==> config.mk <==
export PLATFORM = sky130hd
export DESIGN_NAME = hash_csr
export DESIGN_NICKNAME = d
export VERILOG_FILES = /design/src/rtl/hash_csr.sv
export SDC_FILE = /design/constraint.sdc
export NUM_CORES = 1
export LEC_CHECK = 0
export BUFFER_PORTS_ARGS = -buffer_cell sky130_fd_sc_hd__buf_2
export CORE_MARGIN = 3
export CORE_UTILIZATION = 45
export CTS_CLUSTER_DIAMETER = 100
export CTS_CLUSTER_SIZE = 8
export DETAILED_ROUTE_END_ITERATION = 8
export HOLD_SLACK_MARGIN = 0.06
export PLACE_DENSITY = 0.78
export SLEW_MARGIN = 20
export SYNTH_ARGS = -nofsm -noshare
export SYNTH_HDL_FRONTEND = slang
export SYNTH_SLANG_ARGS = --single-unit
==> constraint.sdc <==
create_clock -name clk -period 1.65 [get_ports clk]
set_clock_uncertainty 0.05 [all_clocks]
set_input_delay 0.2475 -clock clk [delete_from_list [all_inputs] [get_ports clk]]
set_output_delay 0.2475 -clock clk [all_outputs]
set_load 0.1 [all_outputs]
==> src/rtl/hash_csr.sv <==
module hash_csr #(
  parameter bit          DMA64       = 1'b1,
  parameter int          AW          = 8,
  parameter logic [31:0] SRC_LO_MASK = 32'h7FFF_FFFF,
  parameter logic [31:0] ALN_LO_MASK = 32'h7FFF_FFF8,
  parameter logic [31:0] HI_MASK     = 32'h0000_0003,
  parameter logic [7:0]  ALGO_OK     = 8'h0F
) (
  input  logic          clk,
  input  logic          rst_n,
  input  logic          wr_en,
  input  logic [AW-1:0] addr,
  input  logic [31:0]   wdata,
  output logic [31:0]   rdata,
  output logic          start,
  output logic [2:0]    algo,
  output logic          sg_en,
  output logic          accum,
  output logic [63:0]   src_addr,
  output logic [63:0]   dig_addr,
  output logic [63:0]   key_addr,
  output logic [31:0]   src_len,
  output logic          irq
);
  localparam logic [AW-1:0] OFF_STAT = AW'('h1C);
  localparam logic [AW-1:0] OFF_SRC  = AW'('h20);
  localparam logic [AW-1:0] OFF_DIG  = AW'('h24);
  localparam logic [AW-1:0] OFF_KEY  = AW'('h28);
  localparam logic [AW-1:0] OFF_LEN  = AW'('h2C);
  localparam logic [AW-1:0] OFF_CMD  = AW'('h30);
  localparam logic [AW-1:0] OFF_SRCH = AW'('h90);
  localparam logic [AW-1:0] OFF_DIGH = AW'('h94);
  localparam logic [AW-1:0] OFF_KEYH = AW'('h98);
  localparam int IRQ_BIT = 9;
  localparam int SG_BIT  = 8;

  logic [31:0] src_lo, dig_lo, key_lo, src_hi, dig_hi, key_hi, len_q, cmd_q;
  logic [31:0] src_hv, dig_hv, key_hv;
  logic        done_q, irq_q, start_q;

  wire cmd_wr   = wr_en && addr == OFF_CMD;
  wire stat_clr = wr_en && addr == OFF_STAT && wdata[0];

  always_ff @(posedge clk) begin
    if (!rst_n) begin
      src_lo <= '0; dig_lo <= '0; key_lo <= '0;
      src_hi <= '0; dig_hi <= '0; key_hi <= '0;
      len_q  <= '0; cmd_q  <= '0;
    end else if (wr_en) begin
      case (addr)
        OFF_SRC:  src_lo <= wdata & SRC_LO_MASK;
        OFF_DIG:  dig_lo <= wdata & ALN_LO_MASK;
        OFF_KEY:  key_lo <= wdata & ALN_LO_MASK;
        OFF_LEN:  len_q  <= wdata;
        OFF_CMD:  cmd_q  <= wdata;
        OFF_SRCH: src_hi <= wdata & HI_MASK;
        OFF_DIGH: dig_hi <= wdata & HI_MASK;
        OFF_KEYH: key_hi <= wdata & HI_MASK;
        default: ;
      endcase
    end
  end

  always_ff @(posedge clk) begin
    if (!rst_n) begin
      done_q  <= 1'b0;
      irq_q   <= 1'b0;
      start_q <= 1'b0;
    end else begin
      start_q <= cmd_wr && ALGO_OK[wdata[2:0]];
      if (cmd_wr) begin
        done_q <= 1'b1;
        if (wdata[IRQ_BIT]) irq_q <= 1'b1;
      end else if (stat_clr) begin
        done_q <= 1'b0;
        irq_q  <= 1'b0;
      end
    end
  end

  generate
    if (DMA64) begin : g_wide
      assign src_hv = src_hi;
      assign dig_hv = dig_hi;
      assign key_hv = key_hi;
    end else begin : g_narrow
      assign src_hv = '0;
      assign dig_hv = '0;
      assign key_hv = '0;
    end
  endgenerate

  assign src_addr = {src_hv, src_lo};
  assign dig_addr = {dig_hv, dig_lo};
  assign key_addr = {key_hv, key_lo};
  assign src_len  = len_q;
  assign start    = start_q;
  assign irq      = irq_q;
  assign algo     = cmd_q[2:0];
  assign sg_en    = cmd_q[SG_BIT];
  assign accum    = cmd_q[11:10] == 2'b10;

  always_comb begin
    case (addr)
      OFF_STAT: rdata = {31'd0, done_q};
      OFF_SRC:  rdata = src_lo;
      OFF_DIG:  rdata = dig_lo;
      OFF_KEY:  rdata = key_lo;
      OFF_LEN:  rdata = len_q;
      OFF_CMD:  rdata = cmd_q;
      OFF_SRCH: rdata = src_hv;
      OFF_DIGH: rdata = dig_hv;
      OFF_KEYH: rdata = key_hv;
      default:  rdata = '0;
    endcase
  end


  start_after_cmd_chk: assert property (@(posedge clk) disable iff (!rst_n)
    start |-> $past(wr_en && addr == OFF_CMD && ALGO_OK[wdata[2:0]]));

  done_after_cmd_chk: assert property (@(posedge clk) disable iff (!rst_n)
    (wr_en && addr == OFF_CMD) |=> rdata_done_seen());

  irq_needs_done_chk: assert property (@(posedge clk) disable iff (!rst_n)
    irq |-> done_q);

  w1c_drop_chk: assert property (@(posedge clk) disable iff (!rst_n)
    (wr_en && addr == OFF_STAT && wdata[0]) |=> !irq && !done_q);

  dig_align_chk: assert property (@(posedge clk) disable iff (!rst_n)
    dig_addr[2:0] == 3'd0 && key_addr[2:0] == 3'd0);

  function automatic logic rdata_done_seen();
    return done_q;
  endfunction
endmodule

==> results.cfg <==
[synth]
synth_warnings = 0
ys_types = 38
synth_xor_area_share_pct = 0
synth_seq_cells = 160
yosys.area.top_type = dfxtp_1
async_flop_share_pct = 0
syn-mean-instance-area_um2 = 8.33
synth_edf_count = 0
synthAdderAreaFrac_pct = 0
synth.area.top_cells = dfxtp_1 41%, nand2_1 14%, buf_4 11%
yosysTopAreaCellShare_pct = 41.0
synth-compound-area-share_pct = 18.7
seq_area_frac_synth_pct = 41.0
ys.flop_type = dfxtp_1
synth-simple-area-share_pct = 21.7
netlist_instances = 939
syn_area_um2 = 7820
synth_top_family_by_area = simple AND/OR/NAND/NOR gates
synth.area.mux_share_pct = 4.35

[timing]
finalSetupViolCount = 32
whs_ns = 0.0769
min_period_ns = 2.05
finalCritPeriodShare_pct = 124
tightest_slew_ns = 0.538
relSlewSlack_pct = 64.4
hold_viol = 0
tns_ns = -10.29
max_freq_mhz = 489
rsz0062_at_grt = yes
slew_viol_final = 0
layout_setup_ws_ns = -0.395

[worst_hold_path]
min_path_type = input pin to flip-flop
min-delay-start = wdata[1]
min_path_cells = 3
hold_path_end = src_lo[1]

[placed_design]
dpl.hpwl_mm = 18.2
pre_cts_ws_ns = -0.448
gp_congestion = 0.883
port_buffers = 206
dp_cells = 1362
place_area_um2 = 10300

[global_route]
grt_usage_pct = 28.4
grt_pass1_wl_mm = 41.1
grt_pass1_vias = 7303
antenna_found_initial = 0
overflow = 0
grt_max_degree = 91

[cells_and_area]
area_growth_pct = 52.1
design_area_um2 = 11900
final_cells = 1445
drive_gt1_share_pct = 42.4
n_fill_cell = 1223
nNetsFinal = 1255
diodes = 0

[setup_path]
cp_max_fo = 7
reg2regPathDepth = 2
r2r_slack_ns = 0.86
crit_chain = buf_8 -> buf_6 -> or4b_4 -> nor3_4 -> buf_6 -> a22o_4 -> buf_12
cpMaxStageDelayCell = or4b_4
worstSetupEndpointType = primary output
rr_startpoint = dig_lo[3]
timing_worst_setup_path_type = input pin to primary output
crit_top_cell = buf_6
worst_ep_arrival_time_ns = 1.75
crit_path_start = addr[6]
cp-start-kind = input pin
reg2reg_to = dig_lo[3]
worstPathRequired_ns = 1.35
cpPeakStageDelay_ns = 0.54

[pwr]
leakage_uw = 0.00533
p_per_area_nw_per_um2 = 793
worst_ir_drop_vdd_mv = 0.695

[drt]
wl_per_cell_um = 19.6
vias = 7705
route.detailed.drc = 0
dr.pass1.iters = 6
routed_wl_mm = 28.3
drt_iter0_drc = 641
ant_nets = 0
via_per_inst = 5.33

[clock_network]
cts_max_path_buffers = 2
cts_tree = built
numCtsBuffers = 17
cts_root_buffer = clkbuf_16
worstSkewPairLatency_ns = 0.42
htree_levels = 4
clock-sinks = 160
path_clk_slew_ns = 0.06

[outcome]
violations = negative setup slack
status = finished, violations left

[die]
core_area_um2 = 16800
die_w_um = 138
dieHeight_um = 138
rows = 47
start_util_pct = 46.5
pin_count = 306
die-area_um2 = 19000

[job]
cap_violations = 0
worst max-delay path: cells and delay by family:
kind | cells | cell delay (ns)
and+or+nand+nor | 2 | 0.77
buffers and inverters | 4 | 0.57
AOI/OAI and AO/OA | 1 | 0.15
flip-flops by register name (all words and copies together) (netlist names), 2 cells and up:
| register | cells |
|---|---|
| src_hi | 2 |
| src_len | 32 |
| dig_lo | 28 |
| dig_hi | 2 |
| cmd_q | 32 |
| src_lo | 31 |
| key_lo | 28 |
| key_hi | 2 |
cell usage after synthesis, drive strengths merged (5+ instances only):
| library cell | instances |
|---|---|
| clkbuf | 38 |
| and3 | 5 |
| nand3 | 70 |
| mux4 | 12 |
| o21ai | 19 |
| a221oi | 16 |
| a22o | 29 |
| nand2 | 289 |
| mux2i | 7 |
| dfxtp | 160 |
| nor2b | 8 |
| a21boi | 120 |
| buf | 137 |
where the power goes:
group	leakage, uW	switching (uW)	internal, uW	total, uW
Clock	0.000282	1660	2310	3980
Sequential	0.00133	4.43	3860	3870
Combinational	0.00372	1300	287	1580
Total	0.00533	2960	6470	9430
per-stage QoR:
step	util, %	power, uW
floorplan	-	5350
global placement	61.3	5380
detailed placement	61.3	5380
CTS	69.8	9410
global route	70.7	9670
finish	70.7	9430
logic make-up after synthesis:
| kind of cell | Yosys count |
|---|---|
| simple gates | 390 |
| other cells | 1 |
| compound gates | 193 |
| mux | 19 |
| flops | 160 |
| buf+inv | 176 |
routing by layer:
layer	up-vias	share of wire [%]	GRT usage, %
met4	0	2.5	11.6
li1	3535	-	-
met3	51	9.2	6.10
met1	3696	38	36.0
met2	423	50	47.0
met5	-	0	0
how the worst max path moves through the flow:
stage,end,slack (ns),cells past startpoint
after floorplan,rdata[13],-0.40,7
after global placement,rdata[13],-0.42,8
after detailed placement,rdata[21],-0.45,8
after CTS,rdata[17],-0.35,7
after global routing,rdata[10],-0.43,7
final,rdata[10],-0.40,7
cell type report:
cell class	count	area [um^2]	area share, %
flip-flops and latches	160	3310	27.8
repair buffers	331	3090	25.9
clock buffers	20	457	3.84
inverters	1	3.75	0.0316
clock inverters	12	136	1.15
well taps	220	275	2.31
multi-input cells	701	4630	38.9
timing repair:
item | CTS | global route
endpoints found under the setup margin | 33 | 34
setup buffers | 18 | 5
hold endpoints to repair | 121 | 0
pin swaps | 24 | 28
hold buffers | 30 | 0
gates cloned | 3 | 2
gates resized for setup | 72 | 36
cell usage in the layout, fill, tap and decap left out, types with 4 or more instances in the layout:
cell,instances
a21boi_0,20
a21boi_1,100
a221oi_2,10
a221oi_4,6
a22o_1,13
a22o_4,16
buf_12,60
buf_2,165
buf_4,45
buf_6,24
clkbuf_16,19
clkinv_4,5
conb_1,99
dfxtp_1,76
dfxtp_2,84
dlygate4sd3_1,30
mux2i_1,6
mux4_2,12
nand2_1,272
nand2_2,4
nand2_4,13
nand3_1,65
nand3_2,5
nor2b_1,7
o21ai_4,18
No activity file was read; power rests on OpenSTA's default activity.
